## src/rtl/pbs_pkg.sv

```systemverilog
package pbs_pkg;

    typedef enum logic [2:0] {
        PH_IDLE   = 3'd0,
        PH_SETUP  = 3'd1,
        PH_STROBE = 3'd2,
        PH_HOLD   = 3'd3,
        PH_PAUSE  = 3'd4
    } phase_e;

    // Multiplier code to log2(clocks per unit): 0->x4, 1->x1, 2->x2, 3->x8
    function automatic logic [1:0] mult_shift(input logic [1:0] code);
        logic [1:0] sh;
        case (code)
            2'd0:    sh = 2'd2;
            2'd1:    sh = 2'd0;
            2'd2:    sh = 2'd1;
            default: sh = 2'd3;
        endcase
        return sh;
    endfunction

endpackage

```

## src/rtl/pbs_unit_scale.sv

```systemverilog
module pbs_unit_scale
    import pbs_pkg::*;
#(
    parameter int UNIT_W = 7,
    parameter int CNT_W  = UNIT_W + 3
) (
    input  logic [UNIT_W-1:0] units,
    input  logic [1:0]        mult_code,
    output logic [CNT_W-1:0]  clocks_m1
);
    logic [CNT_W-1:0] wide;

    always_comb begin
        wide      = CNT_W'(units);
        clocks_m1 = (wide << mult_shift(mult_code)) - CNT_W'(1);
    end

endmodule

```

## src/rtl/pbs_ready_sync.sv

```systemverilog
module pbs_ready_sync #(
    parameter int STAGES = 2
) (
    input  logic clk,
    input  logic rst_n,
    input  logic async_in,
    output logic sync_out
);
    logic [STAGES-1:0] sync_d, sync_q;

    generate
        if (STAGES == 1) begin : g_single
            always_comb sync_d = async_in;
        end else begin : g_chain
            always_comb sync_d = {sync_q[STAGES-2:0], async_in};
        end
    endgenerate

    always_ff @(posedge clk or negedge rst_n) begin
        if (!rst_n) sync_q <= '0;
        else        sync_q <= sync_d;
    end

    assign sync_out = sync_q[STAGES-1];

endmodule

```

## src/rtl/pbs_phase_timer.sv

```systemverilog
module pbs_phase_timer #(
    parameter int CNT_W = 10
) (
    input  logic             clk,
    input  logic             rst_n,
    input  logic             load,
    input  logic [CNT_W-1:0] load_val,
    output logic             expired
);
    logic [CNT_W-1:0] cnt_d, cnt_q;

    always_comb begin
        if (load)                cnt_d = load_val;
        else if (cnt_q != '0)    cnt_d = cnt_q - CNT_W'(1);
        else                     cnt_d = cnt_q;
    end

    always_ff @(posedge clk or negedge rst_n) begin
        if (!rst_n) cnt_q <= '0;
        else        cnt_q <= cnt_d;
    end

    assign expired = (cnt_q == '0);

endmodule

```

## src/rtl/pbus_cycle_seq.sv

```systemverilog
module pbus_cycle_seq
    import pbs_pkg::*;
#(
    parameter int ADDR_W      = 16,
    parameter int DATA_W      = 16,
    parameter int TIM_W       = 6,
    parameter int SYNC_STAGES = 2
) (
    input  logic              clk,
    input  logic              rst_n,
    input  logic              req_valid,
    output logic              req_ready,
    input  logic              req_write,
    input  logic [ADDR_W-1:0] req_addr,
    input  logic [DATA_W-1:0] req_wdata,
    input  logic              cfg_enable,
    input  logic [1:0]        cfg_mult,
    input  logic              cfg_wait_en,
    input  logic [TIM_W-1:0]  tim_setup,
    input  logic [TIM_W-1:0]  tim_rd_strobe,
    input  logic [TIM_W-1:0]  tim_wr_strobe,
    input  logic [TIM_W-1:0]  tim_rd_hold,
    input  logic [TIM_W-1:0]  tim_wr_hold,
    input  logic [TIM_W-1:0]  tim_pause,
    output logic              bus_ce_n,
    output logic              bus_oe_n,
    output logic              bus_we_n,
    output logic [ADDR_W-1:0] bus_addr,
    output logic [DATA_W-1:0] bus_dout,
    output logic              bus_dout_en,
    input  logic [DATA_W-1:0] bus_din,
    input  logic              bus_ready,
    output logic              rsp_done,
    output logic [DATA_W-1:0] rsp_rdata
);
    localparam int UNIT_W = TIM_W + 1;
    localparam int CNT_W  = UNIT_W + 3;

    typedef struct packed {
        phase_e             state;
        logic               write;
        logic               wait_en;
        logic [1:0]         mult;
        logic [TIM_W-1:0]   setup;
        logic [TIM_W-1:0]   strobe;
        logic [TIM_W-1:0]   hold;
        logic [TIM_W-1:0]   pause;
        logic [ADDR_W-1:0]  addr;
        logic [DATA_W-1:0]  wdata;
        logic [DATA_W-1:0]  rdata;
        logic               ce_n;
        logic               oe_n;
        logic               we_n;
        logic               dout_en;
        logic               done;
    } seq_t;

    seq_t              seq_d, seq_q;
    logic              rdy_sync;
    logic              tmr_load;
    logic              tmr_expired;
    logic [UNIT_W-1:0] ld_units;
    logic [1:0]        ld_mult;
    logic [CNT_W-1:0]  ld_clocks;
    logic [TIM_W-1:0]  acc_strobe;
    logic              strobe_may_end;

    pbs_ready_sync #(.STAGES(SYNC_STAGES)) u_rdy_sync (
        .clk      (clk),
        .rst_n    (rst_n),
        .async_in (bus_ready),
        .sync_out (rdy_sync)
    );

    pbs_unit_scale #(.UNIT_W(UNIT_W), .CNT_W(CNT_W)) u_scale (
        .units     (ld_units),
        .mult_code (ld_mult),
        .clocks_m1 (ld_clocks)
    );

    pbs_phase_timer #(.CNT_W(CNT_W)) u_timer (
        .clk      (clk),
        .rst_n    (rst_n),
        .load     (tmr_load),
        .load_val (ld_clocks),
        .expired  (tmr_expired)
    );

    assign acc_strobe     = req_write ? tim_wr_strobe : tim_rd_strobe;
    assign strobe_may_end = tmr_expired && (!seq_q.wait_en || rdy_sync);

    always_comb begin
        seq_d      = seq_q;
        seq_d.done = 1'b0;
        tmr_load   = 1'b0;
        ld_units   = '0;
        ld_mult    = seq_q.mult;

        case (seq_q.state)
            PH_IDLE: begin
                if (req_valid && cfg_enable) begin
                    seq_d.write   = req_write;
                    seq_d.wait_en = cfg_wait_en;
                    seq_d.mult    = cfg_mult;
                    seq_d.setup   = tim_setup;
                    seq_d.strobe  = acc_strobe;
                    seq_d.hold    = req_write ? tim_wr_hold : tim_rd_hold;
                    seq_d.pause   = tim_pause;
                    seq_d.addr    = req_addr;
                    seq_d.wdata   = req_wdata;
                    ld_mult       = cfg_mult;
                    tmr_load      = 1'b1;
                    if (tim_setup != '0) begin
                        seq_d.state = PH_SETUP;
                        ld_units    = {1'b0, tim_setup};
                    end else begin
                        seq_d.state = PH_STROBE;
                        ld_units    = {1'b0, acc_strobe} + UNIT_W'(1);
                    end
                end
            end
            PH_SETUP: begin
                if (tmr_expired) begin
                    seq_d.state = PH_STROBE;
                    ld_units    = {1'b0, seq_q.strobe} + UNIT_W'(1);
                    tmr_load    = 1'b1;
                end
            end
            PH_STROBE: begin
                if (strobe_may_end) begin
                    seq_d.state = PH_HOLD;
                    ld_units    = {1'b0, seq_q.hold} + UNIT_W'(1);
                    tmr_load    = 1'b1;
                    if (!seq_q.write) seq_d.rdata = bus_din;
                end
            end
            PH_HOLD: begin
                if (tmr_expired) begin
                    seq_d.state = PH_PAUSE;
                    seq_d.done  = 1'b1;
                    ld_units    = {1'b0, seq_q.pause} + UNIT_W'(1);
                    tmr_load    = 1'b1;
                end
            end
            PH_PAUSE: begin
                if (tmr_expired) seq_d.state = PH_IDLE;
            end
            default: seq_d.state = PH_IDLE;
        endcase

        seq_d.ce_n    = !(seq_d.state == PH_SETUP || seq_d.state == PH_STROBE ||
                          seq_d.state == PH_HOLD);
        seq_d.oe_n    = !(seq_d.state == PH_STROBE && !seq_d.write);
        seq_d.we_n    = !(seq_d.state == PH_STROBE &&  seq_d.write);
        seq_d.dout_en = seq_d.write && !seq_d.ce_n;
    end

    always_ff @(posedge clk or negedge rst_n) begin
        if (!rst_n) begin
            seq_q      <= '0;
            seq_q.ce_n <= 1'b1;
            seq_q.oe_n <= 1'b1;
            seq_q.we_n <= 1'b1;
        end else begin
            seq_q <= seq_d;
        end
    end

    assign req_ready   = (seq_q.state == PH_IDLE);
    assign bus_ce_n    = seq_q.ce_n;
    assign bus_oe_n    = seq_q.oe_n;
    assign bus_we_n    = seq_q.we_n;
    assign bus_addr    = seq_q.addr;
    assign bus_dout    = seq_q.wdata;
    assign bus_dout_en = seq_q.dout_en;
    assign rsp_done    = seq_q.done;
    assign rsp_rdata   = seq_q.rdata;

    // Assertions
    assert_accept_ce_R3: assert property (@(posedge clk) disable iff (!rst_n)
        (req_valid && req_ready && cfg_enable) |=> !bus_ce_n);

    assert_strobe_excl_R4: assert property (@(posedge clk) disable iff (!rst_n)
        !(!bus_oe_n && !bus_we_n));

    assert_strobe_in_ce_R4: assert property (@(posedge clk) disable iff (!rst_n)
        (!bus_oe_n || !bus_we_n) |-> !bus_ce_n);

    assert_wait_stall_R7: assert property (@(posedge clk) disable iff (!rst_n)
        (seq_q.state == PH_STROBE && seq_q.wait_en && !rdy_sync) |=> (seq_q.state == PH_STROBE));

    assert_rdata_hold_R9: assert property (@(posedge clk) disable iff (!rst_n)
        !$rose(bus_oe_n) |-> $stable(rsp_rdata));

    assert_done_pulse_R10: assert property (@(posedge clk) disable iff (!rst_n)
        rsp_done |=> !rsp_done);

    assert_done_after_ce_R10: assert property (@(posedge clk) disable iff (!rst_n)
        rsp_done |-> (bus_ce_n && $past(!bus_ce_n)));

    assert_disabled_idle_R11: assert property (@(posedge clk) disable iff (!rst_n)
        (req_ready && !cfg_enable) |=> bus_ce_n);

    assert_dout_en_R14: assert property (@(posedge clk) disable iff (!rst_n)
        bus_dout_en |-> (!bus_ce_n && bus_oe_n));

endmodule

```

## config.mk

```make
export PLATFORM = sky130hd
export DESIGN_NAME = pbus_cycle_seq
export DESIGN_NICKNAME = d
export VERILOG_FILES = /design/src/rtl/pbs_pkg.sv /design/src/rtl/pbs_unit_scale.sv /design/src/rtl/pbs_ready_sync.sv /design/src/rtl/pbs_phase_timer.sv /design/src/rtl/pbus_cycle_seq.sv
export SDC_FILE = /design/constraint.sdc
export NUM_CORES = 1
export LEC_CHECK = 0
export BUFFER_PORTS_ARGS = -buffer_cell sky130_fd_sc_hd__buf_2
export CAP_MARGIN = 20
export CORE_MARGIN = 8
export CORE_UTILIZATION = 40
export DETAILED_ROUTE_END_ITERATION = 8
export GPL_ROUTABILITY_DRIVEN = 0
export MAX_ROUTING_LAYER = met4
export PLACE_DENSITY_LB_ADDON = 0.12
export SYNTH_ARGS = -nofsm -noshare
export SYNTH_HDL_FRONTEND = slang
export SYNTH_SLANG_ARGS = --single-unit
```

## constraint.sdc

```tcl
create_clock -name clk -period 4.8 [get_ports clk]
set_input_delay 1.2 -clock clk [delete_from_list [all_inputs] [get_ports clk]]
set_output_delay 1.2 -clock clk [all_outputs]
set_load 0.02 [all_outputs]
```

==> out/qor.csv <==
stage,metric,value,unit
synth,synth_top_area_share,43.0,%
sta,worst_clock_skew,0.00820,ns
worst_setup_path,critPathCaptureType,register,
worst_setup_path,critPathSlowestCell,or2_2,
clocking,worstSkewPairLatency,0.35,ns
finish,layout-area-overhead-vs-synth,16.9,%
clocking,clock_buffers_created_by_tritoncts,9,
worst_setup_path,setup.worst_path.class,in2reg,
job,drv.max_cap_violation_count,0,
global_routing,number_of_global_route_vias_before_repair,4388,
synth,syn_nets,657,
detailed_routing,drt.antenna.violating_nets,0,
synth,cell_types_occupying_the_most_area_after_synthesis,"dfrtp_1, nand2_1, buf_4",
worst_setup_path,cp_data_required_time,5.03,ns
sta,finalHoldViolCount,0,
synth,synth.avg_cell_area,9.09,µm²
detailed_routing,post-route-drc-count,0,
synth,synth_seq_cells,90,
worst_setup_path,critical_path.startpoint_type,input port,
clocking,clkTransAtPathRegs,0.06,ns
synth,post_synth_instance_area,0.00506,mm²
finish,final_util,47.3,%
detailed_routing,routed_wl,13.9,mm
detailed_routing,avgRoutedWirePerCell,16.7,µm
floorplan,floorplan_die_height,129,µm
finish,drive_above_1_share,32.4,%
placement,post-dp-hpwl,10.5,mm
synth,synth_warnings,0,
synth,yosys.area.top_type,dfrtp_1,
synth,syn_inst_count,557,
placement,place_ws,0.284,ns
synth,synth_edf_count,0,
clocking,cts.root.buffer_cell,clkbuf_16,
clocking,clock_tree.htree_level_count,3,
floorplan,boundaryPins,147,
global_routing,first_pass_grt_wire_length,22.9,mm
clocking,cts.path.max_buffers,2,
detailed_routing,vias,4169,
clocking,cts_sinks,90,
synth,synth_top_family_by_area,simple AND/OR/NAND/NOR gates,
power_and_ir_drop,leakagePower,3.02,nW
sta,timing_max_transition_violations_final,0,
sta,finalWorstSetupSlack,0.602,ns
detailed_routing,drt_pre_antenna_iters,4,
finish,multi_input_gate_area,0.00233,mm²
floorplan,die_area,0.0165,mm²
clocking,post_cts.resized_instances,0,
synth,synth_seq_area_share,44.5,%
synth,synth_ff_type,dfrtp_1,
synth,yosys-mux-area-fraction,7.98,%
sta,setup_violations,0,
sta,timing.max_slew.rel_slack,45.6,%
power_and_ir_drop,max-vdd-ir-drop,0.281,mV
worst_setup_path,crit_fanout,11,
sta,post-route-period-util,87.4,%
floorplan,initial_core_util,40.5,%
power_and_ir_drop,power_density,561,mW/mm²
detailed_routing,routed_via_density,5.02,
synth,synth-xor-area-share,1.73,%
global_routing,grt_max_degree,65,
synth,post_synth_and_or_nand_nor_area_fraction,24.1,%
finish,n_fill_cell,1226,
floorplan,placement_rows,41,
worst_setup_path,critical_path.max_stage_delay,0.38,ns
clocking,cts-hold-fix-buffers,0,
detailed_routing,drtIter0Drc,246,
synth,asyncSetResetFlopFracSynth,100,%
sta,final_period_minus_worst_setup_slack,4.20,ns
global_routing,initial_antenna_violation_count,0,
floorplan,die_w,129,µm
run_status,outcome,"finished, final reports clean",
synth,synth-compound-area-share,10.4,%
global_routing,remaining_global_route_overflow,0,
placement,port-buffer-count,146,
floorplan,fp.coreArea,0.0125,mm²
finish,nets,753,
sta,worst_slew_pin_slew,0.817,ns
min_path,hold_path_class,reg2reg,
clocking,cts_tree,done,
finish,antennaDiodeCount,0,
finish,area.sequential,0.00226,mm²
global_routing,gr-usage-all-layers,18.1,%
sta,max_clock_freq,0.238,GHz
sta,setup_total_negative_slack,0,ns
synth,adder_cell_area_share_of_the_yosys_netlist,1.73,%
clocking,cts_setup_buffers,0,
worst_setup_path,path_cells,buf_2 > and2_0 > and2_2 > nand2_1 > nand2_1 > inv_1 > ha_1 > or2_2 > a41oi_1 > a32o_1 > o221a_2 > mux2i_1 > nor3_1 > nand3_1 > nor3_1 > mux2_1,
sta,grt_setup_unrepaired,no,
power_and_ir_drop,sum_of_internal_switching_and_leakage_power,3.32,mW
worst_setup_path,cp_data_arrival_time,4.43,ns
synth,synth.lib_cells_used.distinct,68,
cell usage after synthesis (all sizes together), types with 3 or more instances:
| library cell | n |
|---|---|
| nor4b | 3 |
| nand2 | 154 |
| nor2 | 25 |
| a31oi | 7 |
| and2 | 4 |
| xnor2 | 5 |
| nand4 | 7 |
| mux2 | 19 |
| or3 | 4 |
| nor3 | 9 |
| xor2 | 5 |
| o21ai | 20 |
| a221oi | 4 |
| dfrtp | 87 |
| or2 | 3 |
| o31ai | 4 |
| nand3b | 4 |
| and4bb | 3 |
| mux2i | 19 |
| inv | 6 |
| nand3 | 26 |
| ha | 7 |
| a21oi | 11 |
| clkbuf | 18 |
| dfstp | 3 |
| and4b | 3 |
| o211ai | 4 |
| buf | 53 |
where the power goes:
| group | switching (mW) | internal [mW] | total, mW |
|---|---|---|---|
| combinational | 0.843 | 0.526 | 1.37 |
| sequential | 0.247 | 1.03 | 1.28 |
| clock | 0.303 | 0.367 | 0.670 |
| total | 1.39 | 1.93 | 3.32 |
worst paths after layout:
path / from / to / slack [ns] / depth (start not counted)
max in group asynchronous: rst_n / rsp_rdata[15] / 2.99 / 2
setup reg to reg: seq_q[82] / u_timer.cnt_q[9] / 0.80 / 15
setup / recovery: req_valid / u_timer.cnt_q[9] / 0.60 / 16
hold / removal: u_rdy_sync.sync_q[0] / u_rdy_sync.sync_q[1] / 0.36 / 0
hold reg to reg: u_rdy_sync.sync_q[0] / u_rdy_sync.sync_q[1] / 0.36 / 0
min in group asynchronous: rst_n / seq_q[65] / 0.95 / 1
layout make-up:
cell class              count  share of cell area, %
well taps                 172                   3.63
clock buffers              11                   4.10
repair buffers            156                   13.6
clock inverters             5                  0.655
multi-input cells         389                   39.4
inverters                   7                  0.444
flip-flops and latches     90                   38.1
layer usage:
| metal | part of all wire, % | vias up | track usage, % |
|---|---|---|---|
| met5 | 0 | - | - |
| met4 | 1.7 | 0 | 6.15 |
| met3 | 5.3 | 17 | 4.55 |
| met2 | 46 | 130 | 27.3 |
| met1 | 47 | 1951 | 23.3 |
| li1 | - | 2071 | - |
worst max-delay path, delay by kind of cell:
family / cells / cell delay [ns]
fa+ha+maj: 1 / 0.20
mux: 2 / 0.45
compound gates: 3 / 0.58
buf+inv: 2 / 0.12
simple gates: 8 / 1.87
cell usage in the layout, fill, tap and decap left out, drive strengths merged, types with 3 or more instances in the layout:
cell type,n
a31oi,7
a221oi,4
or2,3
nand2,154
o31ai,4
inv,7
clkbuf,11
nand3b,4
dfrtp,87
ha,7
and4b,3
a21oi,11
nand4,7
nor4b,3
clkinvlp,4
buf,156
xor2,5
xnor2,5
o21ai,20
and2,4
nor3,9
and4bb,3
dfstp,3
mux2,19
nor2,25
o211ai,4
or3,4
mux2i,19
nand3,26
through the flow:
| step | instances | hold WS [ns] | area, µm² |
|---|---|---|---|
| floorplan | 557 | 0.331 | 5060 |
| global placement | 814 | 0.341 | 5640 |
| detailed placement | 814 | 0.343 | 5640 |
| CTS | 830 | 0.357 | 5920 |
| global route | 830 | 0.368 | 5920 |
| finish | 830 | 0.356 | 5920 |
logic make-up after synthesis:
group / after synthesis
and+or+nand+nor: 261
DFF: 90
buffers and inverters: 78
AOI/OAI and AO/OA: 73
muxes: 38
xor gates and xnor gates: 10
adders and majority gates: 7
flip-flops by register name, indices dropped and copies added (netlist names):
name and flops:
rsp_done 1, seq_q 25, u_timer.cnt_q 10, rsp_rdata 16, bus_dout_en 1, bus_dout 16
bus_oe_n 1, u_rdy_sync.sync_q 2, bus_addr 16, bus_ce_n 1, bus_we_n 1
Power figures use the tool's default switching activity.
